===== src/rtl/rxd_pkg.sv =====
package rxd_pkg;
  localparam int BUF_SIZE_W  = 12;
  localparam int FRAME_LEN_W = 14;
  localparam int LEN_LSB     = 16;
  localparam int OWN_BIT     = 31;
  localparam int ERR_BIT     = 15;
  localparam int FIRST_BIT   = 9;
  localparam int LAST_BIT    = 8;
  localparam int CHAIN_BIT   = 14;
  localparam int EOR_BIT     = 15;

  typedef enum logic [2:0] {
    ST_STOP  = 3'd0,
    ST_FETCH = 3'd1,
    ST_WAIT  = 3'd3,
    ST_SUSP  = 3'd4,
    ST_CLOSE = 3'd5,
    ST_WRITE = 3'd7
  } rxd_state_e;

  function automatic logic [31:0] status_word(input logic first, input logic last,
                                              input logic err,
                                              input logic [FRAME_LEN_W-1:0] len);
    logic [31:0] w;
    w = '0;
    w[FIRST_BIT] = first;
    if (last) begin
      w[LAST_BIT] = 1'b1;
      w[ERR_BIT]  = err;
      w[LEN_LSB +: FRAME_LEN_W] = len;
    end
    return w;
  endfunction
endpackage


===== src/rtl/rxd_packer.sv =====
module rxd_packer #(
  parameter int SIZE_W = 12
) (
  input  logic              clk_i,
  input  logic              rst_ni,
  input  logic              clear_i,
  input  logic              take_i,
  input  logic [7:0]        byte_i,
  input  logic              force_i,
  input  logic              ack_i,
  output logic              pend_o,
  output logic [31:0]       pend_data_o,
  output logic [SIZE_W-1:0] pend_off_o,
  output logic [SIZE_W-1:0] boff_o
);
  logic [SIZE_W-1:0] boff_q;
  logic [31:0]       word_q, merged;
  logic              pend_q;
  logic [1:0]        lane;
  logic              completes;

  assign lane      = boff_q[1:0];
  assign completes = take_i && ((lane == 2'd3) || force_i);

  always_comb begin
    merged = word_q;
    merged[{lane, 3'b000} +: 8] = byte_i;
  end

  always_ff @(posedge clk_i or negedge rst_ni) begin
    if (!rst_ni) begin
      boff_q      <= '0;
      word_q      <= '0;
      pend_q      <= 1'b0;
      pend_data_o <= '0;
      pend_off_o  <= '0;
    end else begin
      if (ack_i) pend_q <= 1'b0;
      if (clear_i) begin
        boff_q <= '0;
        word_q <= '0;
      end else if (take_i) begin
        boff_q <= boff_q + SIZE_W'(1);
        if (completes) begin
          pend_q      <= 1'b1;
          pend_data_o <= merged;
          pend_off_o  <= {boff_q[SIZE_W-1:2], 2'b00};
          word_q      <= '0;
        end else begin
          word_q <= merged;
        end
      end
    end
  end

  assign pend_o = pend_q;
  assign boff_o = boff_q;

  // a finished word waits until the memory port takes it
  a_r4_pend_held: assert property (@(posedge clk_i) disable iff (!rst_ni)
    pend_q && !ack_i |=> pend_q);
  // no finished word is overwritten before it is written out
  a_r4_no_overrun: assert property (@(posedge clk_i) disable iff (!rst_ni)
    pend_q && !ack_i |-> !completes);
endmodule


===== src/rtl/rxd_events.sv =====
module rxd_events #(
  parameter int MISS_W = 16
) (
  input  logic              clk_i,
  input  logic              rst_ni,
  input  logic              done_i,
  input  logic              clr_i,
  input  logic              miss_i,
  output logic              irq_o,
  output logic [MISS_W-1:0] missed_o
);
  logic              irq_q;
  logic [MISS_W-1:0] missed_q;

  always_ff @(posedge clk_i or negedge rst_ni) begin
    if (!rst_ni) begin
      irq_q    <= 1'b0;
      missed_q <= '0;
    end else begin
      if (done_i)     irq_q <= 1'b1;
      else if (clr_i) irq_q <= 1'b0;
      if (miss_i && !(&missed_q)) missed_q <= missed_q + MISS_W'(1);
    end
  end

  assign irq_o    = irq_q;
  assign missed_o = missed_q;

  a_r11_irq_sticky: assert property (@(posedge clk_i) disable iff (!rst_ni)
    irq_q && !clr_i |=> irq_q);
  a_r11_irq_cause: assert property (@(posedge clk_i) disable iff (!rst_ni)
    !irq_q && !done_i |=> !irq_q);
  a_r10_miss_monotonic: assert property (@(posedge clk_i) disable iff (!rst_ni)
    !miss_i |=> $stable(missed_q));
endmodule


===== src/rtl/rxd_engine.sv =====
module rxd_engine
  import rxd_pkg::*;
#(
  parameter int ADDR_W = 32
) (
  input  logic                  clk_i,
  input  logic                  rst_ni,
  input  logic                  run_i,
  input  logic                  poll_i,
  input  logic [ADDR_W-1:0]     base_i,
  input  logic                  rx_valid_i,
  input  logic                  rx_last_i,
  input  logic                  rx_err_i,
  output logic                  rx_ready_o,
  output logic                  mem_req_o,
  output logic                  mem_we_o,
  output logic [ADDR_W-1:0]     mem_addr_o,
  output logic [31:0]           mem_wdata_o,
  input  logic [31:0]           mem_rdata_i,
  output logic [2:0]            state_o,
  output logic                  done_o,
  output logic                  miss_o,
  output logic                  pk_clear_o,
  output logic                  pk_take_o,
  output logic                  pk_force_o,
  output logic                  pk_ack_o,
  input  logic                  pk_pend_i,
  input  logic [31:0]           pk_data_i,
  input  logic [BUF_SIZE_W-1:0] pk_off_i,
  input  logic [BUF_SIZE_W-1:0] pk_boff_i
);
  rxd_state_e             state_q;
  logic [ADDR_W-1:0]      cur_q, base_q, buf_q, next_q, nxt_addr;
  logic [2:0]             idx_q;
  logic                   own_q, chain_q, eor_q;
  logic [BUF_SIZE_W-1:0]  size_q;
  logic                   in_frame_q, first_q, last_q, err_q, drop_q, poll_q;
  logic [FRAME_LEN_W-1:0] len_q;
  logic                   take, full, status_wr, drop_n;
  logic [31:0]            unused_w1;

  assign rx_ready_o = (state_q == ST_WAIT) || (state_q == ST_WRITE) || (state_q == ST_SUSP);
  assign take       = rx_valid_i && rx_ready_o;
  assign full       = (pk_boff_i + BUF_SIZE_W'(1)) == size_q;
  assign pk_take_o  = take && ((state_q == ST_WAIT) || (state_q == ST_WRITE));
  assign pk_force_o = pk_take_o && (rx_last_i || full);
  assign pk_clear_o = (state_q == ST_FETCH) && (idx_q == 3'd4);
  assign status_wr  = (state_q == ST_CLOSE) && !pk_pend_i;
  assign done_o     = status_wr && last_q;
  assign miss_o     = take && (state_q == ST_SUSP) && rx_last_i;
  assign drop_n     = take ? !rx_last_i : drop_q;
  assign state_o    = state_q;
  assign nxt_addr   = eor_q ? base_q : (chain_q ? next_q : cur_q + ADDR_W'(16));
  assign unused_w1  = {mem_rdata_i[31:16], mem_rdata_i[13:12], 14'd0};

  always_comb begin
    mem_req_o   = 1'b0;
    mem_we_o    = 1'b0;
    mem_addr_o  = '0;
    mem_wdata_o = '0;
    pk_ack_o    = 1'b0;
    unique case (state_q)
      ST_FETCH: if (idx_q < 3'd4) begin
        mem_req_o  = 1'b1;
        mem_addr_o = cur_q + {{(ADDR_W-4){1'b0}}, idx_q[1:0], 2'b00};
      end
      ST_WRITE, ST_CLOSE: begin
        if (pk_pend_i) begin
          mem_req_o   = 1'b1;
          mem_we_o    = 1'b1;
          mem_addr_o  = buf_q + {{(ADDR_W-BUF_SIZE_W){1'b0}}, pk_off_i};
          mem_wdata_o = pk_data_i;
          pk_ack_o    = 1'b1;
        end else if (state_q == ST_CLOSE) begin
          mem_req_o   = 1'b1;
          mem_we_o    = 1'b1;
          mem_addr_o  = cur_q;
          mem_wdata_o = status_word(first_q, last_q, err_q, len_q);
        end
      end
      default: ;
    endcase
  end

  always_ff @(posedge clk_i or negedge rst_ni) begin
    if (!rst_ni) begin
      state_q    <= ST_STOP;
      cur_q      <= '0;
      base_q     <= '0;
      buf_q      <= '0;
      next_q     <= '0;
      idx_q      <= '0;
      own_q      <= 1'b0;
      chain_q    <= 1'b0;
      eor_q      <= 1'b0;
      size_q     <= '0;
      in_frame_q <= 1'b0;
      first_q    <= 1'b0;
      last_q     <= 1'b0;
      err_q      <= 1'b0;
      drop_q     <= 1'b0;
      poll_q     <= 1'b0;
      len_q      <= '0;
    end else begin
      unique case (state_q)
        ST_STOP: if (run_i) begin
          base_q     <= base_i;
          cur_q      <= base_i;
          idx_q      <= '0;
          in_frame_q <= 1'b0;
          drop_q     <= 1'b0;
          poll_q     <= 1'b0;
          state_q    <= ST_FETCH;
        end
        ST_FETCH: begin
          idx_q <= idx_q + 3'd1;
          unique case (idx_q)
            3'd1: own_q <= mem_rdata_i[OWN_BIT];
            3'd2: begin
              size_q  <= mem_rdata_i[BUF_SIZE_W-1:0];
              chain_q <= mem_rdata_i[CHAIN_BIT];
              eor_q   <= mem_rdata_i[EOR_BIT];
            end
            3'd3: buf_q <= mem_rdata_i[ADDR_W-1:0];
            3'd4: begin
              next_q <= mem_rdata_i[ADDR_W-1:0];
              if (own_q) begin
                state_q <= in_frame_q ? ST_WRITE : ST_WAIT;
              end else begin
                drop_q     <= in_frame_q;
                in_frame_q <= 1'b0;
                poll_q     <= 1'b0;
                state_q    <= ST_SUSP;
              end
            end
            default: ;
          endcase
        end
        ST_WAIT: begin
          if (take) begin
            in_frame_q <= 1'b1;
            first_q    <= 1'b1;
            len_q      <= FRAME_LEN_W'(1);
            err_q      <= rx_err_i;
            if (rx_last_i || full) begin
              last_q  <= rx_last_i;
              state_q <= ST_CLOSE;
            end else begin
              state_q <= ST_WRITE;
            end
          end else if (!run_i) begin
            state_q <= ST_STOP;
          end
        end
        ST_WRITE: if (take) begin
          len_q <= len_q + FRAME_LEN_W'(1);
          err_q <= err_q | rx_err_i;
          if (rx_last_i || full) begin
            last_q  <= rx_last_i;
            state_q <= ST_CLOSE;
          end
        end
        ST_CLOSE: if (!pk_pend_i) begin
          cur_q   <= nxt_addr;
          idx_q   <= '0;
          first_q <= 1'b0;
          if (last_q) in_frame_q <= 1'b0;
          state_q <= ST_FETCH;
        end
        ST_SUSP: begin
          drop_q <= drop_n;
          if (!drop_n && !run_i) begin
            state_q <= ST_STOP;
          end else if (!drop_n && (poll_i || poll_q)) begin
            idx_q   <= '0;
            poll_q  <= 1'b0;
            state_q <= ST_FETCH;
          end else if (poll_i) begin
            poll_q <= 1'b1;
          end
        end
        default: state_q <= ST_STOP;
      endcase
    end
  end

  a_r8_unowned_suspends: assert property (@(posedge clk_i) disable iff (!rst_ni)
    (state_q == ST_FETCH) && (idx_q == 3'd4) && !own_q |=> state_q == ST_SUSP);
  a_r5_close_after_last: assert property (@(posedge clk_i) disable iff (!rst_ni)
    pk_take_o && rx_last_i |=> state_q == ST_CLOSE);
  a_r12_idle_stop: assert property (@(posedge clk_i) disable iff (!rst_ni)
    (state_q == ST_WAIT) && !run_i && !rx_valid_i |=> state_q == ST_STOP);
  a_r10_no_write_suspended: assert property (@(posedge clk_i) disable iff (!rst_ni)
    (state_q == ST_SUSP) |-> !mem_req_o);
endmodule


===== src/rtl/rx_desc_dma.sv =====
module rx_desc_dma
  import rxd_pkg::*;
#(
  parameter int ADDR_W = 32,
  parameter int MISS_W = 16
) (
  input  logic              clk_i,
  input  logic              rst_ni,
  input  logic              run_i,
  input  logic              poll_i,
  input  logic [ADDR_W-1:0] list_base_i,
  input  logic              rx_valid_i,
  input  logic [7:0]        rx_data_i,
  input  logic              rx_last_i,
  input  logic              rx_err_i,
  output logic              rx_ready_o,
  output logic              mem_req_o,
  output logic              mem_we_o,
  output logic [ADDR_W-1:0] mem_addr_o,
  output logic [31:0]       mem_wdata_o,
  input  logic [31:0]       mem_rdata_i,
  output logic [2:0]        state_o,
  output logic              rx_irq_o,
  input  logic              irq_clr_i,
  output logic [MISS_W-1:0] missed_cnt_o
);
  logic                  pk_clear, pk_take, pk_force, pk_ack, pk_pend;
  logic [31:0]           pk_data;
  logic [BUF_SIZE_W-1:0] pk_off, pk_boff;
  logic                  done, miss;

  rxd_engine #(.ADDR_W(ADDR_W)) u_engine (
    .clk_i, .rst_ni, .run_i, .poll_i,
    .base_i      (list_base_i),
    .rx_valid_i, .rx_last_i, .rx_err_i, .rx_ready_o,
    .mem_req_o, .mem_we_o, .mem_addr_o, .mem_wdata_o, .mem_rdata_i,
    .state_o,
    .done_o      (done),
    .miss_o      (miss),
    .pk_clear_o  (pk_clear),
    .pk_take_o   (pk_take),
    .pk_force_o  (pk_force),
    .pk_ack_o    (pk_ack),
    .pk_pend_i   (pk_pend),
    .pk_data_i   (pk_data),
    .pk_off_i    (pk_off),
    .pk_boff_i   (pk_boff)
  );

  rxd_packer #(.SIZE_W(BUF_SIZE_W)) u_packer (
    .clk_i, .rst_ni,
    .clear_i     (pk_clear),
    .take_i      (pk_take),
    .byte_i      (rx_data_i),
    .force_i     (pk_force),
    .ack_i       (pk_ack),
    .pend_o      (pk_pend),
    .pend_data_o (pk_data),
    .pend_off_o  (pk_off),
    .boff_o      (pk_boff)
  );

  rxd_events #(.MISS_W(MISS_W)) u_events (
    .clk_i, .rst_ni,
    .done_i   (done),
    .clr_i    (irq_clr_i),
    .miss_i   (miss),
    .irq_o    (rx_irq_o),
    .missed_o (missed_cnt_o)
  );
endmodule


===== config.mk =====
export PLATFORM = sky130hd
export DESIGN_NAME = rx_desc_dma
export DESIGN_NICKNAME = d
export VERILOG_FILES = /design/src/rtl/rxd_pkg.sv /design/src/rtl/rxd_packer.sv /design/src/rtl/rxd_events.sv /design/src/rtl/rxd_engine.sv /design/src/rtl/rx_desc_dma.sv
export SDC_FILE = /design/constraint.sdc
export NUM_CORES = 1
export LEC_CHECK = 0
export CAP_MARGIN = 20
export CORE_MARGIN = 10
export CORE_UTILIZATION = 45
export DETAILED_ROUTE_END_ITERATION = 7
export PLACE_DENSITY = 0.66
export SYNTH_ARGS = -nofsm -noshare
export SYNTH_HDL_FRONTEND = slang
export SYNTH_SLANG_ARGS = --single-unit

===== constraint.sdc =====
create_clock -name clk_i -period 6.1 [get_ports clk_i]
set_input_delay 0.915 -clock clk_i [delete_from_list [all_inputs] [get_ports clk_i]]
set_output_delay 0.915 -clock clk_i [all_outputs]
set_load 0.02 [all_outputs]

Yosys cells after proc, flatten, opt, wreduce, memory -nomap -nowiden
Index checks and enable logic that the tools add are counted.
W data, S select, Z words.
{"block": "totals", "ff_bits": 273, "input_bits": 80, "out_inout_bits": 87, "wordCells": 184}
{"block": "classes", "n_addsub": 8, "magnitude_cmp": 1, "eq_ne": 24, "shifts": 2, "muxes": 74, "bitwise_logic": 2, "reduce_logical": 49}
{"operator": "$mux W32", "count": 12}
{"operator": "$pmux W32 S2", "count": 2}
{"operator": "$mux W3", "count": 15}
{"operator": "$add A32 B12 Y32", "count": 1}
{"operator": "$add A32 B4 Y32", "count": 1}
{"operator": "$add A32 B5 Y32 const B", "count": 1}
{"operator": "$bwmux W32", "count": 1}
{"operator": "$shift A8 B7 Y32 const A", "count": 1}
{"operator": "$shiftx A8 B7 Y32", "count": 1}
{"operator": "$mux W30", "count": 1}
{"operator": "$mux W1", "count": 28}
{"operator": "$mux W14", "count": 2}
{"operator": "$pmux W14 S2", "count": 1}
{"operator": "$mux W12", "count": 2}
{"operator": "$pmux W3 S6", "count": 1}
{"operator": "$add A16 B1 Y16 const B", "count": 1}
{"operator": "$reduce_and A16 Y1", "count": 1}
{"operator": "$mux W15", "count": 1}
{"operator": "$reduce_and A3 Y1", "count": 5}
{"operator": "$add A14 B1 Y14 const B", "count": 1}
{"operator": "$ne A2 B2 Y1 const B", "count": 7}
{"operator": "$reduce_and A7 Y1", "count": 2}
{"operator": "$add A12 B1 Y12 const B", "count": 1}
{"operator": "$eq A12 B12 Y1", "count": 1}
{"operator": "other kinds (29)", "count": 70}

Longest topological paths before layout
Gate-level depths: netlist of the first run.
{"block": "logic_depth", "ltp_word": 11, "ltp_mapped": 12}

Modules after synthesis
Synthesis of the first run repeated with hierarchy kept, for this count alone.
{"block": "hier_totals", "cells_unflattened": 1670, "hier_area_um2": 15710.1}
{"mod": "rxd_engine", "n_inst": 1, "cells_per_inst": 1230, "area_each_um2": 10857.9, "seq_area_each_um2": 4229.1}
{"mod": "rxd_packer", "n_inst": 1, "cells_per_inst": 365, "area_each_um2": 4040.1, "seq_area_each_um2": 2177.1}
{"mod": "rxd_events", "n_inst": 1, "cells_per_inst": 75, "area_each_um2": 812.0, "seq_area_each_um2": 425.4}

Worst setup path after synthesis of the first run
OpenSTA, ideal clock, no wires.
{"block": "synth_timing", "path_kind": "register -> output", "start": "reg u_packer.pend_off_o[8]", "end": "out mem_addr_o[24]", "arrival_time_ns": 2.640, "required_time_ns": 5.185, "setup_slack_ns": 2.545, "path_stages_with_launch": 9, "n_path_buf": 0, "path_cell_list": "dfrtp_1 ha_1 or2_2 a21oi_1 a31oi_1 a41oi_1 nor3_1 xnor2_1 o21ai_0"}
{"block": "synth_between", "elab_chain_len": 3}
{"element": "start, declared", "line_no": "rxd_packer.sv:13", "source": "output logic [SIZE_W-1:0] pend_off_o,"}
{"element": "start signal, assigned", "line_no": "rxd_packer.sv:47", "source": "pend_off_o <= {boff_q[SIZE_W-1:2], 2'b00};"}
{"element": "$add A32 B12 Y32", "line_no": "rxd_engine.sv:71", "source": "mem_addr_o = buf_q + {{(ADDR_W-BUF_SIZE_W){1'b0}}, pk_off_i};"}
{"element": "$mux W32", "line_no": "rxd_engine.sv:68", "source": "if (pk_pend_i) begin"}
{"element": "$pmux W32 S2", "line_no": "rxd_engine.sv:62", "source": "unique case (state_q)"}
{"element": "end, declared", "line_no": "rx_desc_dma.sv:19", "source": "output logic [ADDR_W-1:0] mem_addr_o,"}
Every way passes these cells.

Final worst setup path of the first run
{"block": "layout_timing", "start": "reg u_engine.state_q[1] (netlist: u_engine.state_o[1])", "end": "out mem_addr_o[23]"}
{"block": "layout_between", "elab_chain_len": 4}
{"element": "start, declared", "line_no": "rxd_engine.sv:32", "source": "rxd_state_e state_q;"}
{"element": "start signal, assigned", "line_no": "rxd_engine.sv:128", "source": "state_q <= in_frame_q ? ST_WRITE : ST_WAIT;"}
{"element": "$eq A3 B3 Y1", "line_no": "rxd_engine.sv:62, rxd_engine.sv:74"}
{"element": "$mux W32", "line_no": "rxd_engine.sv:74", "source": "end else if (state_q == ST_CLOSE) begin"}
{"element": "$mux W32", "line_no": "rxd_engine.sv:68"}
{"element": "$pmux W32 S2 (*)", "line_no": "rxd_engine.sv:62"}
Every way passes the cells marked *; elsewhere a longest branch is shown, timed or not.

==> results.yml, run 1 <==
clock_network:
  cts.sinks: 273
  clock_latency_ps: 520
  cts_buffers: 34
  htree_levels: 2
  cts-root-buf: "clkbuf_16"
  cts_buffer_depth: 3
  cts_tree: "done"
  clk_pin_slew_ps: 60
  post_cts_buffers: 0
  cts_resized: 0
  cts_hold_buf: 0
sta:
  rsz0062_at_grt: "false"
  slew_violations: 0
  fmax_mhz: 199.9
  finalCriticalPeriod_ps: 5002
  clock_skew_ps: 22.04
  setup_viol: 0
  relSlewSlack_pct: 26.33
  worst_pin_slew_ps: 1101
  setup_tns_ps: 0
  finalHoldViolCount: 0
  fin_crit_sh_pct: 82.00
yosys:
  syn_avg_cell_area_sq_um: 9.493
  synth_area_sq_um: 15350
  synth_most_common_cell: "dfrtp_1"
  synth_area_leaders: "dfrtp_1, nand2_1, mux2_2"
  ys_warn_count: 0
  synth_top_cell_by_area: "dfrtp_1"
  synth.distinct_cells: 72
  yosysSeqAreaShare_pct: 44.50
  async_reset_ff_share_pct: 100.0
  synth.top_cell.area_share_pct: 44.50
  netlist_instances: 1617
  synth_nets: 1725
  synth_edf_count: 0
  synth_top_flop_cell: "dfrtp_1"
  post_synth_most_frequent_cells: "dfrtp_1, nand2_1, o21ai_0"
  yosys_register_bits: 273
global_routing:
  grt_use_total_pct: 22.19
  grt_pass1_wl_um: 74150
  antenna_found_initial: 1
  grt_max_degree: 86
  grt_pass1_vias: 12501
  grt_overflow: 0
power_and_ir_drop:
  p_sw_mw: 3.930
  clockPowerShare_pct: 22.4
  powerDensity_nw_per_um2: 507.7
  internal-power_mw: 5.431
  p_comb_share_pct: 44.5
  leakage_nw: 7.889
  p_seq_share_pct: 33.1
  irDropWorstVdd_v: 0.0002518
  switching_share_pct: 41.98
die:
  dieHeight_um: 204.7
  std_cell_rows: 67
  start_util_pct: 45.67
  die_area_sq_um: 41900
  coreArea_sq_um: 33620
  die_w_um: 204.7
  io_pins: 167
job:
  cap_violations: 0
drt:
  wirelength_um: 47460
  drc: 0
  num_vias: 12994
  ant_nets: 0
  drt_iter0_drc: 1163
  via_per_inst: 5.890
  drt_first_pass_iters: 5
  wire_per_inst_um: 21.51
placed_design:
  place_area_sq_um: 17260
  numPortBuffers: 166
  gp_congestion: 0.9235
  hpwl_um: 33460
final_layout:
  multi_input_area_sq_um: 7855
  layout-drive-gt1-share_pct: 12.12
  layout.area.seq_sq_um: 6832
  postLayoutCellArea_sq_um: 18440
  diodes: 0
  nNetsFinal: 1842
  fillers: 2995
  areaGrowthSynthToFinish_pct: 20.12
setup_path:
  startpoint_type: "register"
  cp.required_ps: 5180
  path_class: "reg2out"
  critPathCaptureType: "output port"
  arrival_ps: 4090
  critPathMaxFanout: 20
worst_hold_path:
  hp-class: "in2async"
run_status:
  status: "finished clean"
-- cell families (layout without fill, tap and decap cells) --
family	Yosys count	in the layout	synth area share [%]
and+or+nand+nor	548	548	16.29
AOI/OAI and AO/OA	423	423	18.45
buffers and inverters	154	295	4.483
xor gates and xnor gates	68	68	3.969
adders and majority gates	28	28	2.380
muxes	123	123	9.919
DFF	273	273	44.50
-- routing by layer --
metal | part of all wire (%) | GRT usage, % | up-vias
met5 | 0 | 0 | -
met4 | 1.6 | 4.496 | 0
met2 | 44 | 32.61 | 485
li1 | - | - | 6038
met1 | 46 | 32.58 | 6412
met3 | 8.4 | 5.054 | 59
-- power groups by stage --
stage | logic, mW | registers (mW) | clock network, mW
2_1_floorplan | 2.82 | 2.80 | 0
3_3_place_gp | 4.05 | 3.07 | 0
3_5_place_dp | 4.12 | 3.08 | 0
4_1_cts | 4.14 | 3.06 | 2.13
5_1_grt | 4.53 | 3.17 | 2.20
6_report | 4.16 | 3.10 | 2.10
-- final timing paths --
check,from,to,slack (ps),cells past startpoint
min,rst_ni,u_packer.pend_data_o[11],360,1
max,u_engine.state_o[1],mem_addr_o[23],1100,8
min reg2reg,u_engine.base_q[4],u_engine.base_q[4],480,2
max reg2reg,u_packer.boff_o[0],u_packer.pend_data_o[13],1960,10
min in group clk_i,u_engine.base_q[4],u_engine.base_q[4],480,2
max in group asynchronous,rst_ni,u_events.missed_o[0],4410,2
-- area by class of cell --
| cell class | count | share of cell area, % |
|---|---|---|
| Clock inverter | 10 | 0.9364 |
| Multi-Input combinational cell | 1190 | 42.60 |
| Timing Repair Buffer | 191 | 10.11 |
| Tap cell | 448 | 3.040 |
| Clock buffer | 50 | 5.374 |
| Sequential cell | 273 | 37.05 |
| Inverter | 44 | 0.8956 |
-- flip-flops by register name, indices dropped and copies added (netlist names), 3 cells and up --
register,count
u_engine.base_q,32
u_engine.buf_q,32
u_engine.cur_q,32
u_engine.next_q,32
u_packer.pend_data_o,32
u_packer.word_q,32
u_events.missed_o,16
u_engine.len_q,14
u_engine.size_q,12
u_packer.boff_o,12
u_packer.pend_off_o,10
u_engine.idx_q,3
u_engine.state_o,3
-- metrics by stage --
| stage | total power [mW] | hold slack [ps] | std cells | worst slack (ps) | utilization, % |
|---|---|---|---|---|---|
| after floorplan | 5.622 | 440.3 | 1617 | 2545 | - |
| after global placement | 7.120 | 458.0 | 2144 | 1729 | 51.36 |
| after detailed placement | 7.202 | 460.0 | 2144 | 1597 | 51.36 |
| after CTS | 9.333 | 398.2 | 2204 | 1056 | 54.82 |
| after global routing | 9.898 | 413.1 | 2206 | 794.7 | 54.86 |
| final | 9.361 | 358.9 | 2206 | 1098 | 54.86 |
-- worst max-delay path, stage by stage (launching register included) --
cell,delay [ps]
dfrtp_1,560
nor2b_1,310
and2_1,710
nand2_1,550
nand2_1,330
o311ai_0,190
o31a_1,180
o21ai_0,80
clkdlybuf4s50_1,650
-- cell usage in the layout (no fill, tap or decap), drive strengths merged, types with 22 or more instances in the layout --
cell           instances
inv                   44
clkdlybuf4s50        165
dfrtp                273
nor2                  90
xnor2                 39
buf                   24
clkbuf                52
and2                  29
a22o                  61
xor2                  28
a21oi                 74
nand3                 67
nand4                 22
nand2                253
ha                    26
mux2                 116
a31oi                 26
o21ai                126
No activity file was read; power rests on OpenSTA's default activity.
==> run 2: changes to the inputs <==
--- a/config.mk
+++ b/config.mk
@@ -9,7 +9,7 @@
 export CORE_MARGIN = 10
 export CORE_UTILIZATION = 45
 export DETAILED_ROUTE_END_ITERATION = 7
-export PLACE_DENSITY = 0.66
+export PLACE_DENSITY = 0.68
 export SYNTH_ARGS = -nofsm -noshare
 export SYNTH_HDL_FRONTEND = slang
 export SYNTH_SLANG_ARGS = --single-unit
==> constraint.sdc (replaced) <==
create_clock -name clk_i -period 4.5 [get_ports clk_i]
set_input_delay 0.675 -clock clk_i [delete_from_list [all_inputs] [get_ports clk_i]]
set_output_delay 0.675 -clock clk_i [all_outputs]
set_load 0.02 [all_outputs]
==> run 2 against run 1 <==
- cell area grew 0.44%
- die area is the same
- sequential cell count is the same
- combinational power grew 38%
- sequential share of layout area shrank 0.16 points
- critical endpoint is now mem_addr_o[12]
==> results.yml, run 2 (synthesized netlist as in run 1, its figures left out) <==
worst_hold_path:
  hp-class: "in2async"
die:
  dieHeight_um: 204.7
  start_util_pct: 45.67
  die_w_um: 204.7
  io_pins: 167
  std_cell_rows: 67
  die_area_sq_um: 41900
  coreArea_sq_um: 33620
placed_design:
  dp_cells: 2167
  gp_congestion: 0.9467
  numPortBuffers: 166
  hpwl_um: 34210
global_routing:
  grt_max_degree: 119
  grt_use_total_pct: 22.09
  grt_pass1_vias: 12543
  use_met1_pct: 32.15
  gr-usage-met3_pct: 3.775
  antenna_found_initial: 1
  grt_overflow: 0
  grt.busiest_layer: "met2"
  grt_pass1_wl_um: 74210
  globalRouteMet2Util_pct: 32.96
setup_path:
  crit_path_top_delay_cell: "clkdlybuf4s50_1"
  cp_cell_sequence: "ha_1 -> inv_1 -> fa_1 -> nor2b_1 -> o2111ai_1 -> a311oi_1 -> o21a_1 -> nor2_1 -> xor2_1 -> o21ai_0 -> clkdlybuf4s50_1"
  arrival_ps: 3650
  cpPeakStageDelay_ps: 680
  rrSetupSlack_ps: 820
  cp.required_ps: 3830
  critPathMaxFanout: 3
  critPathCaptureType: "output port"
  startpoint_type: "register"
  path_class: "reg2out"
sta:
  setup_tns_ps: 0
  clock_skew_ps: 27.81
  slew_violations: 0
  finalCriticalPeriod_ps: 4330
  setup_viol: 0
  hold_ws_ps: 176.9
  fmax_mhz: 231.0
  rsz0062_at_grt: "false"
  finalHoldViolCount: 0
  worst_pin_slew_ps: 986.8
  fin_crit_sh_pct: 96.22
  relSlewSlack_pct: 33.97
final_layout:
  layout-drive-gt1-share_pct: 13.29
  layout_common_cells: "dfrtp_1, nand2_1, clkdlybuf4s50_1"
  fillers: 2966
  final_common_cell: "dfrtp_1"
  nNetsFinal: 1861
  fin_cells: 2224
  diodes: 0
  areaGrowthSynthToFinish_pct: 20.65
clock_network:
  cts_buffer_depth: 3
  cts_tree: "done"
  cts-root-buf: "clkbuf_16"
  cts_hold_buf: 0
  cts_buffers: 30
  clock_latency_ps: 580
  cts.sinks: 273
  htree_levels: 1
  clk_pin_slew_ps: 60
drt:
  num_vias: 13114
  via_per_inst: 5.897
  wire_per_inst_um: 21.36
  wirelength_um: 47510
  drt_first_pass_iters: 6
  drt_iter0_drc: 1299
  ant_nets: 0
  drc: 0
job:
  cap_violations: 0
power_and_ir_drop:
  irDropWorstVdd_v: 0.0003811
  p_total_mw: 12.56
  leakage_nw: 7.966
  powerDensity_nw_per_um2: 678.2
run_status:
  status: "finished clean"
run 2: routing by layer:
| metal | wire [um] | part of all wire (%) | vias up |
|---|---|---|---|
| met4 | 1228 | 2.6 | 2 |
| met3 | 3690 | 7.8 | 74 |
| met5 | 13 | 0.027 | - |
| li1 | - | - | 6070 |
| met2 | 20930 | 44 | 562 |
| met1 | 21650 | 46 | 6406 |
run 2: stage by stage:
stage          utilization (%)  setup slack, ps  cell area, sq um
3_5_place_dp             51.86            789.3             17430
2_1_floorplan                -             1185             15350
5_1_grt                  55.10            5.409             18520
6_report                 55.10            170.1             18520
4_1_cts                  55.03            158.0             18500
3_3_place_gp             51.86            834.1             17430
run 2: power by group:
group | switching, mW | internal (mW) | leakage (nW) | total (mW)
combinational | 3.36 | 2.38 | 3.95 | 5.74
clock | 1.06 | 1.59 | 0.512 | 2.66
sequential | 0.880 | 3.28 | 3.50 | 4.16
total | 5.30 | 7.26 | 7.97 | 12.6
run 2: cell type report:
cell class / count / area (sq um) / share of cell area (%)
clock buffer: 39 / 834.6 / 4.506
clock inverter: 16 / 234.0 / 1.263
inverter: 44 / 165.2 / 0.8917
multi-input combinational: 1190 / 7854 / 42.40
sequential: 273 / 6832 / 36.88
tap: 448 / 560.5 / 3.026
timing repair buffer: 214 / 2042 / 11.02
run 2: worst max-delay path, delay by kind of cell, from the launching register on:
family	cells	cell delay, ps
flip-flops	1	370
AO/OA/AOI/OAI	4	1010
XOR/XNOR	1	140
adder cells (fa/ha/maj)	2	580
buffers and inverters	2	740
AND/OR/NAND/NOR	2	230
run 2: worst paths after layout:
check | start | end | depth (start not counted)
setup reg to reg | u_packer.boff_o[0] | u_packer.pend_off_o[11] | 10
max in group asynchronous | rst_ni | u_engine.base_q[29] | 2
hold reg to reg | u_engine.base_q[17] | u_engine.base_q[17] | 2
hold / removal | rst_ni | u_packer.pend_data_o[11] | 1
setup / recovery | u_engine.buf_q[2] | mem_addr_o[12] | 11
min in group clk_i | u_engine.base_q[17] | u_engine.base_q[17] | 2
run 2: what timing repair did:
action                                  CTS  global route
endpoints found under the setup margin    0             4
buffers inserted                          0             0
gates resized for setup                   0             3
